==> src/rtl/pwl_pkg.sv <==
package pwl_pkg;
   typedef enum logic [1:0] {
      FLD_BOUND = 2'd0,
      FLD_SLOPE = 2'd1,
      FLD_ICPT  = 2'd2,
      FLD_NONE  = 2'd3
   } tbl_field_e;
endpackage

==> src/rtl/pwl_table.sv <==
module pwl_table #(
   parameter int NSEG  = 8,
   parameter int DW    = 16,
   parameter int IW    = 3
) (
   input  logic                          clk,
   input  logic                          rst_n,
   input  logic                          we_i,
   input  logic [1:0]                    field_i,
   input  logic [IW-1:0]                 idx_i,
   input  logic [DW-1:0]                 wdata_i,
   output logic [NSEG-1:1][DW-1:0]       bound_o,
   output logic [NSEG-1:0][DW-1:0]       slope_o,
   output logic [NSEG-1:0][DW-1:0]       icpt_o
);
   import pwl_pkg::*;

   tbl_field_e fld;
   assign fld = tbl_field_e'(field_i);

   for (genvar m = 0; m < NSEG; m++) begin : g_seg
      logic hit;
      assign hit = we_i && (idx_i == IW'(m));

      always_ff @(posedge clk) begin
         if (!rst_n) begin
            slope_o[m] <= '0;
            icpt_o[m]  <= '0;
         end else if (hit) begin
            if (fld == FLD_SLOPE) slope_o[m] <= wdata_i;
            if (fld == FLD_ICPT)  icpt_o[m]  <= wdata_i;
         end
      end

      if (m > 0) begin : g_bound
         always_ff @(posedge clk) begin
            if (!rst_n)                          bound_o[m] <= '0;
            else if (hit && fld == FLD_BOUND)    bound_o[m] <= wdata_i;
         end
      end
   end

   AST_TBL_SLOPE_WR: assert property (@(posedge clk) disable iff (!rst_n)
      (we_i && field_i == 2'd1) |=> slope_o[$past(idx_i)] == $past(wdata_i));
   AST_TBL_ICPT_WR: assert property (@(posedge clk) disable iff (!rst_n)
      (we_i && field_i == 2'd2) |=> icpt_o[$past(idx_i)] == $past(wdata_i));
endmodule

==> src/rtl/pwl_select.sv <==
module pwl_select #(
   parameter int NSEG = 8,
   parameter int DW   = 16,
   parameter int IW   = 3
) (
   input  logic                     clk,
   input  logic                     rst_n,
   input  logic                     v_i,
   input  logic [DW-1:0]            x_i,
   input  logic [NSEG-1:1][DW-1:0]  bound_i,
   output logic                     v_o,
   output logic [DW-1:0]            x_o,
   output logic [IW-1:0]            seg_o
);
   logic [NSEG-1:1] ge;
   logic [IW-1:0]   seg_d;

   for (genvar m = 1; m < NSEG; m++) begin : g_cmp
      assign ge[m] = $signed(x_i) >= $signed(bound_i[m]);
   end

   always_comb begin
      seg_d = '0;
      for (int m = 1; m < NSEG; m++) begin
         if (ge[m]) seg_d = IW'(m);
      end
   end

   always_ff @(posedge clk) begin
      if (!rst_n) begin
         v_o   <= 1'b0;
         x_o   <= '0;
         seg_o <= '0;
      end else begin
         v_o <= v_i;
         if (v_i) begin
            x_o   <= x_i;
            seg_o <= seg_d;
         end
      end
   end

   AST_SEG_ABOVE_LOW: assert property (@(posedge clk) disable iff (!rst_n)
      (v_o && seg_o != '0) |-> $signed(x_o) >= $signed(bound_i[seg_o]));
   AST_SEG_BELOW_NEXT: assert property (@(posedge clk) disable iff (!rst_n)
      (v_o && seg_o != IW'(NSEG-1)) |-> $signed(x_o) < $signed(bound_i[seg_o + 1'b1]));
endmodule

==> src/rtl/pwl_mac.sv <==
module pwl_mac #(
   parameter int DW = 16,
   parameter int FW = 8
) (
   input  logic          clk,
   input  logic          rst_n,
   input  logic          v_i,
   input  logic [DW-1:0] x_i,
   input  logic [DW-1:0] slope_i,
   input  logic [DW-1:0] icpt_i,
   output logic          v_o,
   output logic [DW-1:0] y_o
);
   localparam int PW = 2 * DW;
   localparam int SW = PW + 1;
   localparam logic signed [SW-1:0] SAT_HI = {{(SW-DW+1){1'b0}}, {(DW-1){1'b1}}};
   localparam logic signed [SW-1:0] SAT_LO = ~SAT_HI;

   logic signed [PW-1:0] prod, prod_sh;
   logic signed [SW-1:0] sum_full;

   assign prod     = $signed(x_i) * $signed(slope_i);
   assign prod_sh  = prod >>> FW;
   assign sum_full = $signed({prod_sh[PW-1], prod_sh})
                   + $signed({{(SW-DW){icpt_i[DW-1]}}, icpt_i});

   always_ff @(posedge clk) begin
      if (!rst_n) begin
         v_o <= 1'b0;
         y_o <= '0;
      end else begin
         v_o <= v_i;
         if (v_i) begin
            if (sum_full > SAT_HI)      y_o <= SAT_HI[DW-1:0];
            else if (sum_full < SAT_LO) y_o <= SAT_LO[DW-1:0];
            else                        y_o <= sum_full[DW-1:0];
         end
      end
   end

   AST_SAT_HIGH: assert property (@(posedge clk) disable iff (!rst_n)
      (v_i && sum_full > SAT_HI) |=> y_o == {1'b0, {(DW-1){1'b1}}});
   AST_SAT_LOW: assert property (@(posedge clk) disable iff (!rst_n)
      (v_i && sum_full < SAT_LO) |=> y_o == {1'b1, {(DW-1){1'b0}}});
   AST_HOLD_IDLE: assert property (@(posedge clk) disable iff (!rst_n)
      !v_i |=> $stable(y_o));
endmodule

==> src/rtl/pwl_act.sv <==
module pwl_act #(
   parameter int DATA_W    = 16,
   parameter int FRAC_W    = 8,
   parameter int NSEG      = 8,
   parameter int SEG_IDX_W = $clog2(NSEG)
) (
   input  logic                 clk,
   input  logic                 rst_n,
   input  logic                 in_valid,
   input  logic [DATA_W-1:0]    in_data,
   input  logic                 tbl_we,
   input  logic [1:0]           tbl_field,
   input  logic [SEG_IDX_W-1:0] tbl_idx,
   input  logic [DATA_W-1:0]    tbl_wdata,
   output logic                 out_valid,
   output logic [DATA_W-1:0]    out_data
);
   if (NSEG < 2) begin : g_chk_nseg
      $error("pwl_act: NSEG must be at least 2");
   end
   if ((1 << SEG_IDX_W) < NSEG) begin : g_chk_idx
      $error("pwl_act: SEG_IDX_W too narrow for NSEG");
   end
   if (FRAC_W >= DATA_W || FRAC_W < 1) begin : g_chk_frac
      $error("pwl_act: FRAC_W must lie in 1..DATA_W-1");
   end

   logic [NSEG-1:1][DATA_W-1:0] bound_all;
   logic [NSEG-1:0][DATA_W-1:0] slope_all, icpt_all;
   logic                        s1_v;
   logic [DATA_W-1:0]           s1_x;
   logic [SEG_IDX_W-1:0]        s1_seg;

   pwl_table #(.NSEG(NSEG), .DW(DATA_W), .IW(SEG_IDX_W)) u_table (
      .clk(clk), .rst_n(rst_n), .we_i(tbl_we), .field_i(tbl_field),
      .idx_i(tbl_idx), .wdata_i(tbl_wdata),
      .bound_o(bound_all), .slope_o(slope_all), .icpt_o(icpt_all));

   pwl_select #(.NSEG(NSEG), .DW(DATA_W), .IW(SEG_IDX_W)) u_select (
      .clk(clk), .rst_n(rst_n), .v_i(in_valid), .x_i(in_data),
      .bound_i(bound_all), .v_o(s1_v), .x_o(s1_x), .seg_o(s1_seg));

   pwl_mac #(.DW(DATA_W), .FW(FRAC_W)) u_mac (
      .clk(clk), .rst_n(rst_n), .v_i(s1_v), .x_i(s1_x),
      .slope_i(slope_all[s1_seg]), .icpt_i(icpt_all[s1_seg]),
      .v_o(out_valid), .y_o(out_data));

   AST_LAT_VALID: assert property (@(posedge clk) disable iff (!rst_n)
      in_valid |=> ##1 out_valid);
   AST_LAT_IDLE: assert property (@(posedge clk) disable iff (!rst_n)
      !in_valid |=> ##1 !out_valid);
endmodule

==> config.mk <==
export PLATFORM = sky130hd
export DESIGN_NAME = pwl_act
export DESIGN_NICKNAME = d
export VERILOG_FILES = /design/src/rtl/pwl_pkg.sv /design/src/rtl/pwl_table.sv /design/src/rtl/pwl_select.sv /design/src/rtl/pwl_mac.sv /design/src/rtl/pwl_act.sv
export SDC_FILE = /design/constraint.sdc
export NUM_CORES = 2
export LEC_CHECK = 0
export CAP_MARGIN = 20
export CORE_UTILIZATION = 50
export CTS_CLUSTER_SIZE = 16
export DETAILED_ROUTE_END_ITERATION = 10
export PLACE_DENSITY = 0.77
export SLEW_MARGIN = 20
export SYNTH_ARGS = -nofsm -noshare
export SYNTH_HDL_FRONTEND = slang
export SYNTH_HIERARCHICAL = 1
export SYNTH_SLANG_ARGS = --single-unit
==> constraint.sdc <==
create_clock -name clk -period 12.86 [get_ports clk]
set_clock_uncertainty 0.1 [all_clocks]
set_input_delay 1.929 -clock clk [delete_from_list [all_inputs] [get_ports clk]]
set_output_delay 1.929 -clock clk [all_outputs]
set_load 0.1 [all_outputs]
* Word level (Yosys, flattened, before mapping)
Cells that the tools add are included.
** Cells by class
- $add $sub $neg :: 1
- Multipliers :: 1
- Div/mod/pow operators :: 0
- Order comparisons :: 10
- Equality and inequality tests :: 9
- Shifts and indexed selects :: 0
- Muxes and demuxes :: 13
- Bitwise logic cells :: 0
- Reductions and logical operators :: 33
** Operators by type and width (count)
- $ge A16 B16 Y1 :: 7
- $bmux W16 S3 :: 2
- $mux W16 :: 4
- $gt A33 B16 Y1 const B :: 1
- $lt A33 B16 Y1 const B :: 1
- $mul A16 B16 Y32 :: 1
- $reduce_and A2 Y1 :: 16
- $add A24 B16 Y25 :: 1
- $logic_and A1 B1 Y1 :: 15
- $eq A3 B3 Y1 const B :: 4
- $mux W3 :: 4
- $eq A3 B2 Y1 const B :: 2
- $lt A3 B4 Y1 const B :: 1
- $mux W2 :: 2
- $eq A3 B1 Y1 const B :: 1
- $logic_not A3 Y1 :: 1
- $eq A2 B1 Y1 const B :: 1
- $eq A2 B2 Y1 const B :: 1
- $logic_not A2 Y1 :: 1
- $mux W1 :: 1
** Word-level totals
- Bits in registers :: 405
- Bits in latches :: 0
- Memory bits (writable) :: 0
- Memory bits (read-only) :: 0
- Input bits :: 41
- Output and inout port bits :: 17
- Logic and storage cells :: 95
- Memories :: 0

* Depth between registers and ports, before layout
- Depth in word-level cells :: 8
- Mapped depth :: 40
- Mapped depth without buffers :: 36

* Modules after synthesis
The synthesis kept the hierarchy.
** Modules (own cells, without submodules)
- pwl_table :: instances 1, cells each 1262, area each 13261.5 um^2, seq. area each 7367.1 um^2
- pwl_mac :: instances 1, cells each 1318, area each 11731.3 um^2, seq. area each 340.3 um^2
- pwl_select :: instances 1, cells each 474, area each 3661.0 um^2, seq. area each 400.4 um^2
- pwl_act :: instances 1, cells each 114, area each 2073.2 um^2, seq. area each 0.0 um^2

* Worst setup path after synthesis
Ideal clock, no wire load.
- Path type :: reg-to-reg
- Start :: register u_select.seg_o[0]
- End :: register u_mac.y_o[2]
- Setup time :: 0.124 ns
- Arrival time :: 9.296 ns
- Data required time :: 12.636 ns
- Path slack :: 3.339 ns
- Cell stages (with the launch flop) :: 36
- Buffers on the path :: 4
- Clock period less this slack :: 9.521 ns
- Cell sequence :: dfxtp_1 buf_6 buf_6 mux4_1 mux2_2 clkbuf_1 and2_1 fa_1 inv_1 fa_1 fa_1 fa_1 inv_1 fa_1 inv_1 fa_1 inv_1 ha_1 a21o_1 o21a_1 o31a_1 a221o_1 a21o_1 a21oi_1 xnor2_1 ha_1 a211oi_1 o21ai_0 a221o_1 nor4b_1 nor4b_2 a2111oi_0 nand4_1 o31ai_4 buf_6 o2bb2ai_1
** Between the ends
- Word-level cells in the longest chain between the ends :: 7
- Elaborated cells on any way between the ends :: 10
- Those cells by class :: 1 x add/sub; 1 x mul; 2 x order compare; 6 x mux
** Ends and longest elaborated chain
- from (decl) :: RTL line pwl_select.sv:13 : output logic [IW-1:0] seg_o
- from (signal assigned) :: RTL line pwl_select.sv:38 : seg_o <= seg_d;
- $bmux W16 S3 :: RTL line pwl_act.sv:45 : .slope_i(slope_all[s1_seg]), .icpt_i(icpt_all[s1_seg]),
- $mux W16 (implied by the code) :: RTL line pwl_act.sv:45
- $mul A16 B16 Y32 :: RTL line pwl_mac.sv:22 : assign prod = $signed(x_i) * $signed(slope_i);
- $add A24 B16 Y25 * :: RTL line pwl_mac.sv:25 : + $signed({{(SW-DW){icpt_i[DW-1]}}, icpt_i});
- $lt A33 B16 Y1 :: RTL line pwl_mac.sv:35 : else if (sum_full < SAT_LO) y_o <= SAT_LO[DW-1:0];
- $mux W16 :: RTL line pwl_mac.sv:35
- $mux W16 * :: RTL line pwl_mac.sv:34 : if (sum_full > SAT_HI) y_o <= SAT_HI[DW-1:0];
- to (signal assigned) :: RTL line pwl_mac.sv:34
- to (signal assigned) :: RTL line pwl_mac.sv:35
- to (signal assigned) :: RTL line pwl_mac.sv:36 : else y_o <= sum_full[DW-1:0];
- to (decl) :: RTL line pwl_mac.sv:12 : output logic [DW-1:0] y_o
Every way passes the cells marked *; elsewhere a longest branch is shown, timed or not. The select of a mux whose other input is x is not followed.
A chain may end at the register's enable or synchronous reset.

* Final worst setup path
- Start :: register u_select.seg_o[0]
- End :: register u_mac.y_o[11]
The elaborated chain is that of the path after synthesis.

==> impl_metrics.csv <==
group,metric,value,unit
clock_tree,clk_path_buf_depth,3,
clock_tree,cts-root-buf,"clkbuf_16",
critical_path,critPathArrivalTime,11480,ps
die,ios,58,
drt,via_per_inst,5.64,
die,die-width,250,um
cells_and_area,fin_nets,3641,
global_routing,grt_use_total,0.246,
yosys,synth_nets,3689,
drt,drcViolationCount,0,
drt,routed_wl,76200,um
sta,relSlewSlack,0.215,
hold_path,hold_depth,2,
yosys,synth_area,30700,um2
power,total_power,2890,uW
global_routing,grt_pass1_wl,122000,um
cells_and_area,stdcell_count,3936,
yosys,syn_inst,3168,
sta,rsz0062_at_grt,"no",
sta,post-route-period-util,0.862,
critical_path,cp.required,13250,ps
cells_and_area,drive_above_1_share,0.0612,
flow_run,maxCapViolations,0,
critical_path,crit_type,"reg2reg",
yosys,synth_edf_count,0,
critical_path,end_kind,"flip-flop",
global_routing,grt_pass1_vias,22700,
yosys,synth_top_area_frac,0.264,
clock_tree,postCtsSetupRepairBufs,0,
critical_path,reg2reg_depth,32,
cells_and_area,regArea,8110,um2
critical_path,crit_slowest_cell,"dfxtp_4",
cells_and_area,antenna_cells,0,
yosys,synth.top_cells.by_area,"dfxtp_1 (26%), fa_1 (17%), mux2i_1 (13%)",
clock_tree,numCtsBuffers,42,
yosys,synthFlopType,"dfxtp_1",
drt,drt_iter0_drc,1403,
yosys,ys_types,84,
die,rows,90,
critical_path,crit_top_cell,"fa_1",
cells_and_area,area_growth,7.53,%
critical_path,cp_max_fo,42,
placed_design,dp_hpwl,53100,um
drt,drt_pre_antenna_iters,8,
placed_design,gp_congestion,0.920,
hold_path,hold_path_class,"reg2reg",
placed_design,dp_slack,1840,ps
power,power_leakage,0.0153,uW
status,outcome,"complete, no violations",
die,die_area,62500,um2
drt,wire_per_inst,19.4,um
yosys,synthArstFlopShare,0,
clock_tree,path_clk_slew,60,ps
placed_design,dp_cells,3858,
yosys,avgSynthCellArea,9.70,um2
yosys,ys_ff_latch,405,
yosys,synth_common_cells,"nand2_1 (559), inv_1 (414), dfxtp_1 (405)",
global_routing,gr-total-overflow,0,
die,initial_core_util,0.507,
sta,fin_crit,11090,ps
critical_path,worst_path_largest_cell_delay,840,ps
sta,fin_setup_tns,0,ps
yosys,ys_seq_area_frac,0.264,
yosys,synth_top_cell_by_area,"dfxtp_1",
global_routing,antenna_found_initial,1,
die,core-area,60600,um2
die,die_h,250,um
clock_tree,cts_hold_buf,0,
power,power.density,87.6,nW/um2
sta,setup_ws,1770,ps
drt,dr_total_vias,22200,
critical_path,critPathLaunchType,"flip-flop",
clock_tree,cts_resized,0,
clock_tree,worstSkewPairLatency,580,ps
yosys,synth.most_common_cell,"nand2_1",
yosys,yosysWarnings,6,
sta,worst_pin_slew,1170,ps
clock_tree,tritoncts,"yes",
sta,hold_violations,0,
clock_tree,htree_num_levels,2,
cells_and_area,multi_input_area,20200,um2
power,ir_drop,0.0000890,V
sta,fmax,0.0902,GHz
sta,setup_viol,0,
global_routing,grt_start_max_net_pins,190,
placed_design,port_buffers,57,
cells_and_area,n_fill_cell,5263,
sta,drv_slew,0,
clock_tree,cts.sinks,405,
drt,detail-route-antenna-nets,0,
layer usage:
layer / track usage / up-vias / wire [um] / part of all wire
met5: 0 / - / 13 / 0.00017
met4: 0.0806 / 2 / 2520 / 0.033
met3: 0.0373 / 152 / 4330 / 0.057
met2: 0.415 / 627 / 35700 / 0.47
met1: 0.321 / 11100 / 33600 / 0.44
li1: - / 10300 / - / -
per-stage QoR:
step                      instance area (um2)   util  hold WS (ps)
after floorplan                         30700      -           330
after global placement                  31600  0.522           338
after detailed placement                31600  0.522           342
after CTS                               33000  0.545           355
after global routing                    33000  0.545           368
final                                   33000  0.545           352
where the power goes:
part           switching, uW  internal [uW]
Clock                    526            750
Sequential              43.1           1270
Combinational            195            108
critical path, delay by kind of cell (launching register included):
kind	cells	cell delay, ps
fa+ha+maj	8	3900
compound gates	10	2530
simple gates	7	1670
mux	3	1190
flops	1	840
buf+inv	3	620
xor+xnor	1	100
registers in the layout (all words and copies together), names as in the netlist:
signal           cells
u_select/x_o        16
u_select/seg_o       3
u_mac/y_o           16
u_table/icpt_o     128
u_table/bound_o    112
u_table/slope_o    128
u_mac/v_o            1
u_select/v_o         1
path summary, 6_finish.rpt:
kind                                         start            endpoint  slack [ps]
worst max register to register   u_select/seg_o[0]       u_mac/y_o[11]        1770
worst min register to register  u_table/icpt_o[52]  u_table/icpt_o[52]         350
worst min-delay path            u_table/icpt_o[52]  u_table/icpt_o[52]         350
worst max-delay path             u_select/seg_o[0]       u_mac/y_o[11]        1770
cells by family after synthesis:
family / Yosys count / share of synthesized area
AND/OR/NAND/NOR: 914 / 0.138
buffers and inverters: 585 / 0.0788
multiplexers: 488 / 0.191
adder cells (fa/ha/maj): 480 / 0.259
flip-flops: 405 / 0.264
AO/OA/AOI/OAI: 250 / 0.0559
XOR/XNOR: 46 / 0.0131
layout by cell type (no fill, tap or decap), types with 56 or more instances in the layout:
| cell type | netlist | routed |
|---|---|---|
| and2_1 | 120 | 120 |
| nor2_1 | 67 | 67 |
| clkdlybuf4s50_1 | 0 | 56 |
| mux2i_1 | 390 | 390 |
| a21oi_1 | 67 | 67 |
| ha_1 | 218 | 218 |
| nand2_1 | 559 | 559 |
| dfxtp_1 | 405 | 402 |
| fa_1 | 262 | 262 |
| inv_1 | 414 | 414 |
cell type report:
cell class                 instances  share of cell area
clock buffer                      51              0.0340
multi-input combinational       2178               0.611
inverter                         414              0.0470
sequential                       405               0.246
clock inverter                    27             0.00958
timing repair buffer              79              0.0228
tap                              782              0.0296
Note: power is estimated with default switching activity, not from simulation.
